$ cat src/rtl/awc_pkg.sv
package awc_pkg;
  localparam int CFG_W      = 16;
  localparam int AREA_W     = 3;
  localparam int N_AREAS    = 1 << AREA_W;
  localparam logic [CFG_W-1:0] CFG_RST = 16'hFFFF;
  localparam logic [AREA_W-1:0] A_ROM    = 3'd0;
  localparam logic [AREA_W-1:0] A_DRAM   = 3'd1;
  localparam logic [AREA_W-1:0] A_NORM2  = 3'd2;
  localparam logic [AREA_W-1:0] A_PERIPH = 3'd5;
  localparam logic [AREA_W-1:0] A_MUXIO  = 3'd6;
  localparam logic [AREA_W-1:0] A_RAM    = 3'd7;
  localparam int PERIPH_LEN = 3;
  localparam int MUXIO_LEN  = 4;
  localparam int WIDE_LEN   = 2;
endpackage

$ cat src/rtl/awc_cfg_reg.sv
module awc_cfg_reg
  import awc_pkg::*;
(
  input  logic             clk,
  input  logic             rst,
  input  logic             we,
  input  logic [CFG_W-1:0] wdata,
  output logic [CFG_W-1:0] rdata
);
  logic [N_AREAS-1:0] en_q;
  logic               ww_q;

  always_ff @(posedge clk) begin
    if (rst) begin
      en_q <= CFG_RST[CFG_W-1 -: N_AREAS];
      ww_q <= CFG_RST[1];
    end else if (we) begin
      en_q <= wdata[CFG_W-1 -: N_AREAS];
      ww_q <= wdata[1];
    end
  end

  assign rdata = {en_q, 6'h3F, ww_q, 1'b1};


  cfg_hold_chk: assert property (@(posedge clk) disable iff (rst)
    !we |=> $stable(rdata));
endmodule

$ cat src/rtl/awc_rule_decode.sv
module awc_rule_decode
  import awc_pkg::*;
#(
  parameter int LW_W  = 2,
  parameter int CNT_W = 3
)(
  input  logic [AREA_W-1:0]  area,
  input  logic               onchip,
  input  logic               muxio,
  input  logic [N_AREAS-1:0] en_bits,
  input  logic [LW_W-1:0]    long_wait,
  output logic [CNT_W-1:0]   base_len,
  output logic               sample_wait
);
  logic en_bit;
  logic lw_area;
  assign en_bit  = en_bits[area];
  assign lw_area = (area == A_ROM) || (area == A_NORM2) || (area == A_MUXIO);

  always_comb begin
    if (onchip && (area == A_ROM || area == A_RAM)) begin
      base_len    = CNT_W'(1);
      sample_wait = 1'b0;
    end else if (onchip && area == A_PERIPH) begin
      base_len    = CNT_W'(PERIPH_LEN);
      sample_wait = 1'b0;
    end else if (muxio && area == A_MUXIO) begin
      base_len    = CNT_W'(MUXIO_LEN);
      sample_wait = 1'b1;
    end else if (lw_area) begin
      base_len    = CNT_W'(1) + CNT_W'(long_wait);
      sample_wait = en_bit;
    end else begin
      base_len    = en_bit ? CNT_W'(WIDE_LEN) : CNT_W'(1);
      sample_wait = en_bit;
    end
  end
endmodule

$ cat src/rtl/awc_cycle_seq.sv
module awc_cycle_seq #(
  parameter int CNT_W = 3
)(
  input  logic             clk,
  input  logic             rst,
  input  logic             req,
  input  logic [CNT_W-1:0] base_len,
  input  logic             sample_wait,
  input  logic             wait_n,
  output logic             active,
  output logic             done
);
  logic [CNT_W-1:0] rem_q, rem_in;
  logic             samp_q, samp_in;
  logic             accept, step;

  assign accept  = req && !active;
  assign rem_in  = accept ? base_len : rem_q;
  assign samp_in = accept ? sample_wait : samp_q;
  assign step    = accept || (active && !done);

  always_ff @(posedge clk) begin
    if (rst) begin
      active <= 1'b0;
      done   <= 1'b0;
      rem_q  <= '0;
      samp_q <= 1'b0;
    end else if (step) begin
      active <= 1'b1;
      samp_q <= samp_in;
      if (rem_in == CNT_W'(1)) begin
        if (samp_in && !wait_n) begin
          done  <= 1'b0;
          rem_q <= CNT_W'(1);
        end else begin
          done  <= 1'b1;
          rem_q <= '0;
        end
      end else begin
        done  <= 1'b0;
        rem_q <= rem_in - CNT_W'(1);
      end
    end else if (done) begin
      active <= 1'b0;
      done   <= 1'b0;
    end
  end


  done_pulse_chk: assert property (@(posedge clk) disable iff (rst)
    done |=> !done);

  done_inside_chk: assert property (@(posedge clk) disable iff (rst)
    done |-> active);

  busy_hold_chk: assert property (@(posedge clk) disable iff (rst)
    active && !done |=> active);

  one_state_chk: assert property (@(posedge clk) disable iff (rst)
    accept && base_len == CNT_W'(1) && !sample_wait |=> done);

  wait_stretch_chk: assert property (@(posedge clk) disable iff (rst)
    active && !done && rem_q == CNT_W'(1) && samp_q && !wait_n |=> !done);
endmodule

$ cat src/rtl/area_wait_ctl.sv
module area_wait_ctl
  import awc_pkg::*;
#(
  parameter int LW_W = 2
)(
  input  logic             clk,
  input  logic             rst,
  input  logic             cfg_we,
  input  logic [15:0]      cfg_wdata,
  output logic [15:0]      cfg_rdata,
  input  logic             rd_req,
  input  logic [2:0]       rd_area,
  input  logic             rd_onchip,
  input  logic             rd_muxio,
  input  logic             wait_n,
  input  logic [LW_W-1:0]  long_wait,
  input  logic [1:0]       rfsh_wait_sel,
  output logic             cyc_active,
  output logic             cyc_done,
  output logic             dram_long_pitch,
  output logic [1:0]       cbr_wait
);
  localparam int LW_LEN  = 1 << LW_W;
  localparam int MAX_LEN = (LW_LEN > MUXIO_LEN) ? LW_LEN : MUXIO_LEN;
  localparam int CNT_W   = $clog2(MAX_LEN + 1);

  logic [N_AREAS-1:0] en_bits;
  logic [CNT_W-1:0]   base_len;
  logic               sample_wait;

  awc_cfg_reg u_cfg (
    .clk(clk), .rst(rst), .we(cfg_we), .wdata(cfg_wdata), .rdata(cfg_rdata)
  );

  assign en_bits = cfg_rdata[CFG_W-1 -: N_AREAS];

  awc_rule_decode #(.LW_W(LW_W), .CNT_W(CNT_W)) u_rule (
    .area(rd_area), .onchip(rd_onchip), .muxio(rd_muxio), .en_bits(en_bits),
    .long_wait(long_wait), .base_len(base_len), .sample_wait(sample_wait)
  );

  awc_cycle_seq #(.CNT_W(CNT_W)) u_seq (
    .clk(clk), .rst(rst), .req(rd_req), .base_len(base_len),
    .sample_wait(sample_wait), .wait_n(wait_n),
    .active(cyc_active), .done(cyc_done)
  );

  always_ff @(posedge clk) begin
    if (rst) begin
      dram_long_pitch <= 1'b1;
      cbr_wait        <= 2'd0;
    end else begin
      dram_long_pitch <= en_bits[A_DRAM];
      cbr_wait        <= en_bits[A_DRAM] ? rfsh_wait_sel : 2'd0;
    end
  end


  pitch_follow_chk: assert property (@(posedge clk) disable iff (rst)
    1'b1 |=> dram_long_pitch == $past(cfg_rdata[8 + int'(A_DRAM)]));

  cbr_short_chk: assert property (@(posedge clk) disable iff (rst)
    !dram_long_pitch |-> cbr_wait == 2'd0);
endmodule

$ cat config.mk
export PLATFORM = sky130hd
export DESIGN_NAME = area_wait_ctl
export DESIGN_NICKNAME = d
export VERILOG_FILES = /design/src/rtl/awc_pkg.sv /design/src/rtl/awc_cfg_reg.sv /design/src/rtl/awc_rule_decode.sv /design/src/rtl/awc_cycle_seq.sv /design/src/rtl/area_wait_ctl.sv
export SDC_FILE = /design/constraint.sdc
export NUM_CORES = 1
export LEC_CHECK = 0
export BUFFER_PORTS_ARGS = -buffer_cell sky130_fd_sc_hd__buf_4
export CORE_MARGIN = 2
export CORE_UTILIZATION = 41
export CTS_CLUSTER_DIAMETER = 50
export CTS_CLUSTER_SIZE = 25
export DETAILED_ROUTE_END_ITERATION = 8
export PLACE_DENSITY = 0.85
export SYNTH_ARGS = -nofsm -noshare
export SYNTH_HDL_FRONTEND = slang
export SYNTH_SLANG_ARGS = --single-unit
$ cat constraint.sdc
create_clock -name clk -period 1.7 [get_ports clk]
set_clock_uncertainty 0.1 [all_clocks]
set_input_delay 0 -clock clk [delete_from_list [all_inputs] [get_ports clk]]
set_output_delay 0 -clock clk [all_outputs]
set_load 0.01 [all_outputs]
==> results, run 1 <==
- The run finished, with violations left.
- The final reports fail on negative setup slack.
- The most common cell after layout, fill and taps aside is sky130_fd_sc_hd__buf_4.
- The total clock buffers created by CTS is 3.
- The setup path with the least slack is of type reg2reg.
- The post-synthesis sequential element count is 18.
- The cell type of the slowest stage on the worst timing path is sky130_fd_sc_hd__dfxtp_2.
- The fill cell instance count of the final layout is 170.
- The finished layout holds 227 standard cells, fillers aside.
- The latest clock arrival within the worst-skew pair is roughly 300 ps.
- The global-route usage over all layers is approximately 23%.
- The cell sitting at the root of the clock tree is a sky130_fd_sc_hd__clkbuf_4.
- The areal power density over the cells is 665 mW/mm^2.
- The fraction of power spent switching nets is 29.2%.
- CTS built an H-tree with a depth of 1.
- The floorplan core area is around 0.0025 mm^2.
- The cell area that synthesis handed to floorplanning was approximately 0.0011 mm^2.
- By instance count, the cell type seen most on the critical path is sky130_fd_sc_hd__mux2i_1.
- The type of the tightest min-delay check is in2reg.
- The element type at the critical path end is a register.
- The post-route clock period utilization is 112%.
- Adding up every negative setup slack in the final design gives -544 ps.
- Yosys mapped a number of flops with a built-in enable equal to 0.
- The number of antenna violations at the first check in global routing was 0.
- Global routing finished with a remaining overflow of 0.
- In this run, the combinational gates consume between 30% and 40% of the power.
- Including well taps, the total number of placed cells is 199.
- The signal on the critical path passes through a21oi_2 > a32oi_1 > nand3_1 > o211ai_1 > o21ai_1 > ha_1 > nand2b_4 > mux2i_1 > mux2i_1 > nor2_1.
- The clock tree from TritonCTS is built.
- The peak fanout along the critical path is 2.
- The routed length per placed instance is ~14 um.
- Yosys printed 0 warnings.
- Clock tree synthesis found a total of 18 sinks.
- IR analysis of the VDD net gives a maximum drop of approximately 640 uV.
- The wire-length estimate of the detail-placed layout is 2.01 mm.
- The number of failing hold endpoints at the final stage is 0.
- The total number of vias is 1164.
- The shortest period the worst path allows is 1900 ps.
- The count of nets left with antenna violations after detail routing is 0.
- The number of global-route vias before repair is 1163.
- The area growth from synthesis to layout is 68.2%.
- The post-layout utilization of the core is between 70% and 80%.
- The max-cap violation count is 0.
- Counting distinct cell types in the post-synthesis netlist gives 40.
- Setup repair after global routing could not meet its margin everywhere.
- After detailed routing, the total wire length is about 3.2 mm.
- Among all flip-flop cells after synthesis, the most frequent one is sky130_fd_sc_hd__dfxtp_1.
- The chip width is 55.1 um.
- The worst path setup slack after routing is -197 ps.
- The category of the worst setup path launch point is a register.
- The detail-routed via count per cell is 5.13.
- The number of setup violations in the final report is 4.
- Data on the critical path is required at its endpoint by approximately 1800 ps.
- The longest clock path from root to sink contains 2 buffers.
- The post-CTS clock slew at the launch and capture registers of the worst setup and hold paths is 100 ps.
- The number of placement rows is 18.
- The overall power consumption is 1.20 mW.
- The clock network burns between 20% and 30% of the power.
- Of the total power, registers draw 40.4%.
- Each instance of the synthesized netlist takes up on average 9.14 um^2.
- The repair_antennas step left the layout with diodes totalling 0.
- The pin count of the biggest net entering global routing is 19.
- In the routed design, unresolved DRC markers number 0.
- For this run, the slowest stage of the critical path takes 350 ps.
- The post-synthesis instance total is approximately 120.
- The floorplan step defined a die boundary enclosing 0.00303 mm^2.
- The number of max-slew violations in the final report is 0.
- The minimum hold slack is 22.2 ps.
- The static leakage is 0.827 nW.
- Counting flops with an async set or reset pin after synthesis yields a share of 0%.
- In this run the power spent charging and discharging nets is 349 uW.
- The first global-routing pass estimated approximately 5 mm of wire.
- The routability-driven placement congestion ratio is 0.762.
- In the final layout, the share of cells above drive strength 1 is 42.1%.
- STA puts the critical path data arrival time at approximately 2000 ps.
- For this configuration, the core starts out at a cell density of 43.2%.
- The pre-antenna-repair detailed-routing pass consisted of 4 iterations.
- Input and output buffers added on the ports amount to 36.
- Derived from the worst setup path, the maximum achievable clock frequency is around 0.53 GHz.
- At the end of the flow, the number of nets in the layout was 231.
- Summing the sequential cell areas from Yosys gives 33.7% of the chip area.
- In this run the count of I/O pins placed on the die edge is 51.
- The die is 55.1 um tall.
- In the layout the commonest cells are 61 x sky130_fd_sc_hd__buf_4, 21 x sky130_fd_sc_hd__dlygate4sd3_1, 14 x sky130_fd_sc_hd__dfxtp_1.
- The DRC marker count from the first detailed-route iteration is 17.
- Cell internal power was estimated by the tool at roughly 850 uW.
==> cells by family after synthesis <==
logic type	share of synthesized area [%]
muxes	5.61
other	0.351
and+or+nand+nor	22.6
DFF	33.7
buffers and inverters	9.94
adders and majority gates	3.51
AOI/OAI and AO/OA	24.3
==> power by group through the flow <==
stage                     Sequential (mW)  Combinational [mW]  Clock (mW)
after floorplan                     0.502               0.194           0
after global placement              0.491               0.348           0
after detailed placement            0.492               0.362           0
after CTS                           0.482               0.419       0.274
after global routing                0.488               0.482       0.285
final                               0.483               0.441       0.272
==> metal layers <==
metal,vias to the layer above,GRT usage (%),share of wire (%)
li1,568,-,-
met1,545,24.3,40
met2,44,45.8,54
met3,7,2.42,4.2
met4,0,8.13,1.6
met5,-,0,0
==> final timing paths <==
check                                                    to  cells past startpoint                        from  slack, ps
worst min register to register    u_seq.samp_q$_SDFFE_PP0N_                      2   u_seq.samp_q$_SDFFE_PP0N_        420
worst min-delay path              u_seq.samp_q$_SDFFE_PP0N_                      4                      rd_req         20
worst max register to register  u_seq.rem_q[2]$_SDFFE_PP0N_                     10  u_cfg.en_q[3]$_SDFFE_PP1P_       -200
worst max-delay path            u_seq.rem_q[2]$_SDFFE_PP0N_                     10  u_cfg.en_q[3]$_SDFFE_PP1P_       -200
==> layout make-up <==
| cell class | count | area [um^2] | share of cell area [%] |
|---|---|---|---|
| clock buffer | 4 | 36.3 | 2.02 |
| inverter | 3 | 11.3 | 0.626 |
| multi-input combinational | 89 | 658 | 36.6 |
| sequential | 18 | 368 | 20.4 |
| tap | 30 | 37.5 | 2.09 |
| timing repair buffer | 83 | 688 | 38.2 |
==> repair_timing <==
| action | CTS | global route |
|---|---|---|
| resized for setup | 1 | 3 |
| setup endpoints to repair | 3 | 4 |
| hold buffers | 21 | 0 |
| setup buffers | 3 | 0 |
| endpoints found under the hold margin | 16 | 0 |
| pin swaps | 5 | 3 |
==> sequential cells by signal, indices dropped and copies added (netlist names) <==
signal and cells:
u_seq.samp_q 1, u_cfg.ww_q 1, u_seq.rem_q 3, u_seq.active 1
u_seq.done 1, u_cfg.en_q 8, dram_long_pitch 1, cbr_wait 2
==> per-stage QoR <==
| step | area, um^2 | setup WS (ps) |
|---|---|---|
| floorplan | 1110 | -2.84 |
| global placement | 1510 | -38.9 |
| detailed placement | 1510 | -134 |
| CTS | 1790 | -132 |
| global route | 1800 | -334 |
| finish | 1800 | -197 |
==> cell usage after synthesis, types with 3 or more instances <==
master | n | share of area, %
sky130_fd_sc_hd__dfxtp_1 | 18 | 34
sky130_fd_sc_hd__a211o_1 | 9 | 7.4
sky130_fd_sc_hd__nor2b_1 | 9 | 5.3
sky130_fd_sc_hd__buf_4 | 8 | 5.6
sky130_fd_sc_hd__mux2i_1 | 6 | 5.6
sky130_fd_sc_hd__nor2_1 | 6 | 2.1
sky130_fd_sc_hd__nand2_1 | 5 | 1.8
sky130_fd_sc_hd__nand3_1 | 5 | 2.3
sky130_fd_sc_hd__a21oi_1 | 4 | 1.9
sky130_fd_sc_hd__nand2b_1 | 4 | 2.3
sky130_fd_sc_hd__ha_1 | 3 | 3.5
sky130_fd_sc_hd__inv_1 | 3 | 1.1
sky130_fd_sc_hd__o211ai_1 | 3 | 2.1
==> worst max-delay path, delay by kind of cell, from the launching register on <==
family	cells	cell delay [ps]
fa+ha+maj	1	270
simple gates	3	280
mux	2	200
flops	1	350
compound gates	4	600
No activity file was read; power rests on OpenSTA's default activity.
==> inputs of run 2 (changes only) <==
--- a/config.mk
+++ b/config.mk
@@ -6,12 +6,14 @@
 export NUM_CORES = 1
 export LEC_CHECK = 0
 export BUFFER_PORTS_ARGS = -buffer_cell sky130_fd_sc_hd__buf_4
+export CAP_MARGIN = 20
 export CORE_MARGIN = 2
-export CORE_UTILIZATION = 41
+export CORE_UTILIZATION = 49
 export CTS_CLUSTER_DIAMETER = 50
 export CTS_CLUSTER_SIZE = 25
 export DETAILED_ROUTE_END_ITERATION = 8
-export PLACE_DENSITY = 0.85
+export PLACE_DENSITY = 0.94
 export SYNTH_ARGS = -nofsm -noshare
 export SYNTH_HDL_FRONTEND = slang
 export SYNTH_SLANG_ARGS = --single-unit
+export TNS_END_PERCENT = 20
==> constraint.sdc (replaced) <==
create_clock -name clk -period 2.4 [get_ports clk]
set_clock_uncertainty 0.1 [all_clocks]
set_input_delay 0 -clock clk [delete_from_list [all_inputs] [get_ports clk]]
set_output_delay 0 -clock clk [all_outputs]
set_load 0.01 [all_outputs]
==> results, run 2 (synthesis gave the netlist of run 1 again) <==
- The fraction of power spent switching nets is 31.0% (was 29.2%).
- The peak fanout along the critical path is 7 (was 2).
- The total I/O pin count came to 51 (unchanged).
- The type of the tightest min-delay check is in2reg (unchanged).
- The diode insertion count for antenna repair was 0 (unchanged).
- The element type at the critical path end is a register (unchanged).
- The routed length per placed instance is 16.6 um (was 13.9 um).
- The pre-CTS worst setup slack was 355 ps (was -134 ps).
- The global-route usage over all layers was 27.1% (was 22.9%).
- The post-CTS clock slew at the launch and capture registers of the worst setup and hold paths is 110 ps (was 100 ps).
- The ratio of cells with drive above 1 in the final layout was 27.5% (was 42.1%).
- The number of failing hold endpoints at the final stage was 0 (unchanged).
- The shortest period the worst path allows is 2340 ps (was 1900 ps).
- Unrepaired setup endpoints after global routing: false (was true).
- The internal power contribution was 550 uW (was 847 uW).
- The chip width is 50.7 um (was 55.1 um).
- The number of nets in the final layout is 205 (was 231).
- The routed wire length was 3.29 mm (was 3.16 mm).
- The aggregate negative setup slack is 0 ps (was -544 ps).
- The area growth from synthesis to layout is 44.7% (was 68.2%).
- The placed cell count is 173 (was 199).
- The number of flip-flops in the largest register was 8 (unchanged).
- The max-cap violation count is 0 (unchanged).
- The number of gates resized after CTS was 0 (was 1).
- The first-pass iteration count of the detailed router is 4 (unchanged).
- The number of global-route vias before repair is 1119 (was 1163).
- The total clock buffers created by CTS came to 3 (unchanged).
- The latest clock arrival within the worst-skew pair is 300 ps (about the same).
- The static leakage was 0.693 nW (was 0.827 nW).
- The detail-routed via count per cell was 5.66 (was 5.13).
- The number of antenna violations at the first check in global routing is 0 (unchanged).
- The post-route clock period utilization was 97.3% (was 112%).
- The cell chosen for the clock root was sky130_fd_sc_hd__clkbuf_4 (unchanged).
- The floorplan core area was 0.00200 mm^2 (was 0.00248 mm^2).
- The register with the highest flop count was u_cfg.en_q (unchanged).
- The sum of net half-perimeters after detailed placement came to 1.80 mm (was 2.01 mm).
- The DRC marker count from the first detailed-route iteration was 35 (was 17).
- The count of nets left with antenna violations after detail routing came to 0 (unchanged).
- The most common cell after layout, fill and taps aside is sky130_fd_sc_hd__buf_4 (unchanged).
- The minimum hold slack is 6.37 ps (was 22.2 ps).
- The die footprint was 0.00257 mm^2 (was 0.00303 mm^2).
- The pin count of the biggest net entering global routing is 19 (unchanged).
- The number of levels the H-tree was split into is 1 (unchanged).
- The final cell count without fillers is 198 (was 227).
- The sequential group share of total power is 43.6% (was 40.4%).
- The relative contribution of combinational cells to total power is 31.9% (was 36.9%).
- The number of input and output port buffers inserted was 36 (unchanged).
- The total number of vias came to 1120 (was 1164).
- The worst path setup slack after routing is 64.3 ps (was -197 ps).
- The number of clock sinks was 18 (unchanged).
- The largest buffer count on any clock path is 2 (unchanged).
- The routability-driven placement congestion ratio is 0.821 (was 0.762).
- The initial core utilization is 53.4% (was 43.2%).
- Leading cell types in the layout, fill and taps excluded: 36 x sky130_fd_sc_hd__buf_4, 21 x sky130_fd_sc_hd__dlygate4sd3_1, 18 x sky130_fd_sc_hd__dfxtp_1 (was 61 x sky130_fd_sc_hd__buf_4, 21 x sky130_fd_sc_hd__dlygate4sd3_1, 14 x sky130_fd_sc_hd__dfxtp_1).
- The worst ir drop on vdd came to 501 uV (was 637 uV).
- The total congestion overflow is 0 (unchanged).
- The areal power density over the cells came to 515 mW/mm^2 (was 665 mW/mm^2).
- The number of placement rows is 16 (was 18).
- The category of the worst setup path launch point was a register (unchanged).
- Biggest regs: u_cfg.en_q: 8 flops, u_seq.rem_q: 3 flops, cbr_wait: 2 flops (unchanged).
- The clock tree from TritonCTS is built (unchanged).
- The clock power share is 24.5% (was 22.7%).
- The post-layout utilization of the core is 77.3% (was 72.6%).
- The maximum achievable frequency is 0.428 GHz (was 0.527 GHz).
- The global-route wire length before repair was 5.28 mm (was 4.91 mm).
- The number of max-slew violations in the final report is 0 (unchanged).
- The number of setup violations in the final report is 0 (was 4).
- The critical path class is reg2reg (unchanged).
- The arrival time at the worst endpoint is 2460 ps (was 2000 ps).
- The DRC violation count after routing is 0 (unchanged).
- The die outline height was 50.7 um (was 55.1 um).
- The reported net switching power was 247 uW (was 349 uW).
- Result of the run: finished clean (was finished, violations left).
- The required time of the critical path is 2530 ps (was 1800 ps).
[run 2: routing by layer]
| layer | vias to the layer above | GRT usage (%) | part of all wire [%] |
|---|---|---|---|
| met2 | 69 | 50.7 | 51 |
| met4 | 0 | 8.11 | 3.2 |
| li1 | 516 | - | - |
| met3 | 17 | 5.65 | 8.4 |
| met1 | 518 | 30.6 | 37 |
| met5 | - | 0 | 0 |
[run 2: per-stage QoR]
step / instance area, um^2 / total power [mW]
finish: 1550 / 0.797
global placement: 1300 / 0.545
CTS: 1550 / 0.771
global route: 1550 / 0.824
floorplan: 1090 / 0.487
detailed placement: 1300 / 0.558
[run 2: critical path, stage by stage, from the launching register on]
cell and delay (ps):
sky130_fd_sc_hd__dfxtp_1 500, sky130_fd_sc_hd__nand2b_1 100, sky130_fd_sc_hd__a32oi_1 220, sky130_fd_sc_hd__nand3_1 150, sky130_fd_sc_hd__o211ai_1 190, sky130_fd_sc_hd__o21ai_0 200, sky130_fd_sc_hd__ha_1 280, sky130_fd_sc_hd__nand2b_1 150
sky130_fd_sc_hd__mux2i_1 150, sky130_fd_sc_hd__mux2i_1 90, sky130_fd_sc_hd__nor2_1 140
[run 2: worst paths after layout]
kind,endpoint,cells after the start,slack (ps),start
max,u_seq.rem_q[2]$_SDFFE_PP0N_,10,60,u_cfg.en_q[1]$_SDFFE_PP1P_
min,u_seq.samp_q$_SDFFE_PP0N_,4,6,rd_req
max reg2reg,u_seq.rem_q[2]$_SDFFE_PP0N_,10,60,u_cfg.en_q[1]$_SDFFE_PP1P_
min reg2reg,u_seq.samp_q$_SDFFE_PP0N_,2,420,u_seq.samp_q$_SDFFE_PP0N_
[run 2: final cells by class]
type / instances / area [um^2]
clock buffers: 4 / 36.3
fillers: 124 / 454
inverters: 3 / 11.3
multi-input cells: 89 / 626
flip-flops and latches: 18 / 360
well taps: 27 / 33.8
repair buffers: 57 / 480
[run 2: repair_timing]
item,CTS,global route
hold buffers,21,0
buffers inserted,0,0
endpoints found under the hold margin,16,0
[run 2: power by group through the flow]
stage          clock, mW  sequential [mW]  combinational (mW)
6_report           0.195            0.348               0.254
5_1_grt            0.203            0.350               0.271
4_1_cts            0.186            0.346               0.239
3_5_place_dp           0            0.352               0.206
3_3_place_gp           0            0.350               0.195
2_1_floorplan          0            0.354               0.133
==> inputs of run 3 (changes only) <==
==> constraint.sdc (replaced) <==
create_clock -name clk -period 2.4 [get_ports clk]
set_clock_uncertainty 0.1 [all_clocks]
set_input_delay 0.48 -clock clk [delete_from_list [all_inputs] [get_ports clk]]
set_output_delay 0.48 -clock clk [all_outputs]
set_load 0.01 [all_outputs]
==> results, run 3 (synthesis gave the netlist of run 1 again) <==
- Result of the run: finished clean (unchanged).
- The number of flip-flops in the largest register was 8 (unchanged).
- The DRC marker count from the first detailed-route iteration is 18 (was 35).
- The cell chosen for the clock root was sky130_fd_sc_hd__clkbuf_4 (unchanged).
- The pre-CTS worst setup slack is 29.1 ps (was 355 ps).
- The area growth from synthesis to layout is 23.7% (was 44.7%).
- The register with the highest flop count is u_cfg.en_q (unchanged).
- The number of antenna violations at the first check in global routing is 0 (unchanged).
- The critical path class was reg2reg (unchanged).
- The peak fanout along the critical path was 7 (unchanged).
- The clock tree from TritonCTS is built (unchanged).
- The number of input and output port buffers inserted is 36 (unchanged).
- The sum of net half-perimeters after detailed placement is 1.79 mm (was 1.80 mm).
- The floorplan core area is 0.00200 mm^2 (unchanged).
- The first-pass iteration count of the detailed router is 4 (unchanged).
- The number of placement rows came to 16 (unchanged).
- The placed cell area came to 0.00130 mm^2 (unchanged).
- The count of hold buffers inserted by post-cts repair was 0 (was 21).
- The total number of vias is 954 (was 1120).
- Sequence of cells on the critical path: nand2b_1 > a32oi_1 > nand3_1 > o211ai_1 > o21ai_0 > ha_1 > nand2b_1 > mux2i_1 > mux2i_1 > nor2_1 (unchanged).
- The number of max-slew violations in the final report was 0 (unchanged).
- The routed length per placed instance was 13.0 um (was 16.6 um).
- The number of nets in the final layout was 184 (was 205).
- The minimum hold slack is 287 ps (was 6.37 ps).
- The DRC violation count after routing came to 0 (unchanged).
- The global-route usage over all layers is 18.8% (was 27.1%).
- Leading cell types in the layout, fill and taps excluded: 36 x sky130_fd_sc_hd__buf_4, 18 x sky130_fd_sc_hd__dfxtp_1, 9 x sky130_fd_sc_hd__nor2b_1, 9 x sky130_fd_sc_hd__a211o_1, 7 x sky130_fd_sc_hd__conb_1 (was 36 x sky130_fd_sc_hd__buf_4, 21 x sky130_fd_sc_hd__dlygate4sd3_1, 18 x sky130_fd_sc_hd__dfxtp_1).
- The delay of the slowest cell on the worst path was 450 ps (was 500 ps).
- The routability-driven placement congestion ratio is 0.821 (about the same).
- The post-layout utilization of the core is 66.1% (was 77.3%).
- The cell type of the slowest stage on the worst timing path is sky130_fd_sc_hd__dfxtp_1 (unchanged).
- The element type at the critical path end is a register (unchanged).
- The shortest period the worst path allows is 2140 ps (was 2340 ps).
- The number of failing hold endpoints at the final stage is 0 (unchanged).
- The number of global-route vias before repair was 874 (was 1119).
- The number of cell instances on the worst register-to-register path came to 10 (unchanged).
- The static leakage is 0.612 nW (was 0.693 nW).
- The total congestion overflow is 0 (unchanged).
- The number of setup violations in the final report is 0 (unchanged).
- The maximum achievable frequency was 0.466 GHz (was 0.428 GHz).
- The ratio of cells with drive above 1 in the final layout is 30.9% (was 27.5%).
- The placed cell count was 173 (unchanged).
- The number of gates resized after CTS was 0 (unchanged).
- The number of levels the H-tree was split into came to 1 (unchanged).
- The largest buffer count on any clock path is 2 (unchanged).
- The overall power consumption is 696 uW (was 797 uW).
- Unrepaired setup endpoints after global routing: false (unchanged).
- The final instance area was 0.00132 mm^2 (was 0.00155 mm^2).
- The type of the tightest min-delay check was in2reg (unchanged).
- The required time of the critical path came to 2530 ps (about the same).
- The routed wire length is 2.30 mm (was 3.29 mm).
- The latest clock arrival within the worst-skew pair was 290 ps (was 300 ps).
- The chip width was 50.7 um (unchanged).
- The arrival time at the worst endpoint is 2280 ps (was 2460 ps).
- The count of nets left with antenna violations after detail routing is 0 (unchanged).
- The total clock buffers created by CTS came to 3 (unchanged).
- The diode insertion count for antenna repair is 0 (unchanged).
- Biggest regs: u_cfg.en_q: 8 flops, u_seq.rem_q: 3 flops, cbr_wait: 2 flops (unchanged).
- The post-CTS clock slew at the launch and capture registers of the worst setup and hold paths is 90 ps (was 110 ps).
- The final cell count without fillers is 176 (was 198).
- The total I/O pin count is 51 (unchanged).
- The areal power density over the cells is 526 mW/mm^2 (was 515 mW/mm^2).
- The pin count of the biggest net entering global routing is 19 (unchanged).
- The worst ir drop on vdd is 510 uV (was 501 uV).
- The category of the worst setup path launch point is a register (unchanged).
- The post-route clock period utilization came to 89.4% (was 97.3%).
- The detail-routed via count per cell is 5.42 (was 5.66).
- The max-cap violation count is 0 (unchanged).
- The die footprint is 0.00257 mm^2 (unchanged).
- The die outline height is 50.7 um (unchanged).
- The aggregate negative setup slack came to 0 ps (unchanged).
- The fill cell instance count of the final layout is 173 (was 124).
- The number of clock sinks is 18 (unchanged).
- The instance count along the most critical hold path is 2 (was 4).
- The post-CTS setup buffer count was 0 (unchanged).
- The worst path setup slack after routing came to 255 ps (was 64.3 ps).
- The initial core utilization is 53.4% (unchanged).
- The global-route wire length before repair was 3.68 mm (was 5.28 mm).
- The most common cell after layout, fill and taps aside is sky130_fd_sc_hd__buf_4 (unchanged).
run 3: changes by cell type in the layout (fill, tap and decap cells not counted), sizes merged:
cell and delta:
dlygate4sd3 -21, clkbuf -1
run 3: worst paths after layout:
check                                                start                     endpoint  slack (ps)
worst max-delay path            u_cfg.en_q[1]$_SDFFE_PP1P_  u_seq.rem_q[2]$_SDFFE_PP0N_         260
worst min-delay path                         cfg_wdata[15]   u_cfg.en_q[7]$_SDFFE_PP1P_         290
worst max register to register  u_cfg.en_q[1]$_SDFFE_PP1P_  u_seq.rem_q[2]$_SDFFE_PP0N_         260
worst min register to register   u_seq.samp_q$_SDFFE_PP0N_    u_seq.samp_q$_SDFFE_PP0N_         410
run 3: area by class of cell:
class / count / area, um^2 / share of cell area [%]
clock buffer: 3 / 22.5 / 1.70
inverter: 3 / 11.3 / 0.851
multi-input combinational: 89 / 626 / 47.3
sequential: 18 / 360 / 27.2
tap: 27 / 33.8 / 2.55
timing repair buffer: 36 / 270 / 20.4
run 3: worst max-delay path: cells and delay by family (launching register included):
family,cells,cell delay (ps)
AO/OA/AOI/OAI,3,560
multiplexers,2,220
AND/OR/NAND/NOR,4,480
adder cells (fa/ha/maj),1,270
flip-flops,1,450
run 3: metal layers:
metal | track usage [%] | vias to the layer above | wire [um]
li1 | - | 475 | -
met4 | 12.2 | 0 | 77
met5 | 0 | - | 0
met2 | 31.4 | 43 | 1070
met3 | 3.27 | 9 | 161
met1 | 22.0 | 427 | 982
run 3: report_power, final:
group	internal [mW]	switching, mW	total, mW
sequential	0.326	0.0200	0.346
combinational	0.106	0.101	0.206
clock	0.0584	0.0861	0.145
total	0.490	0.207	0.696
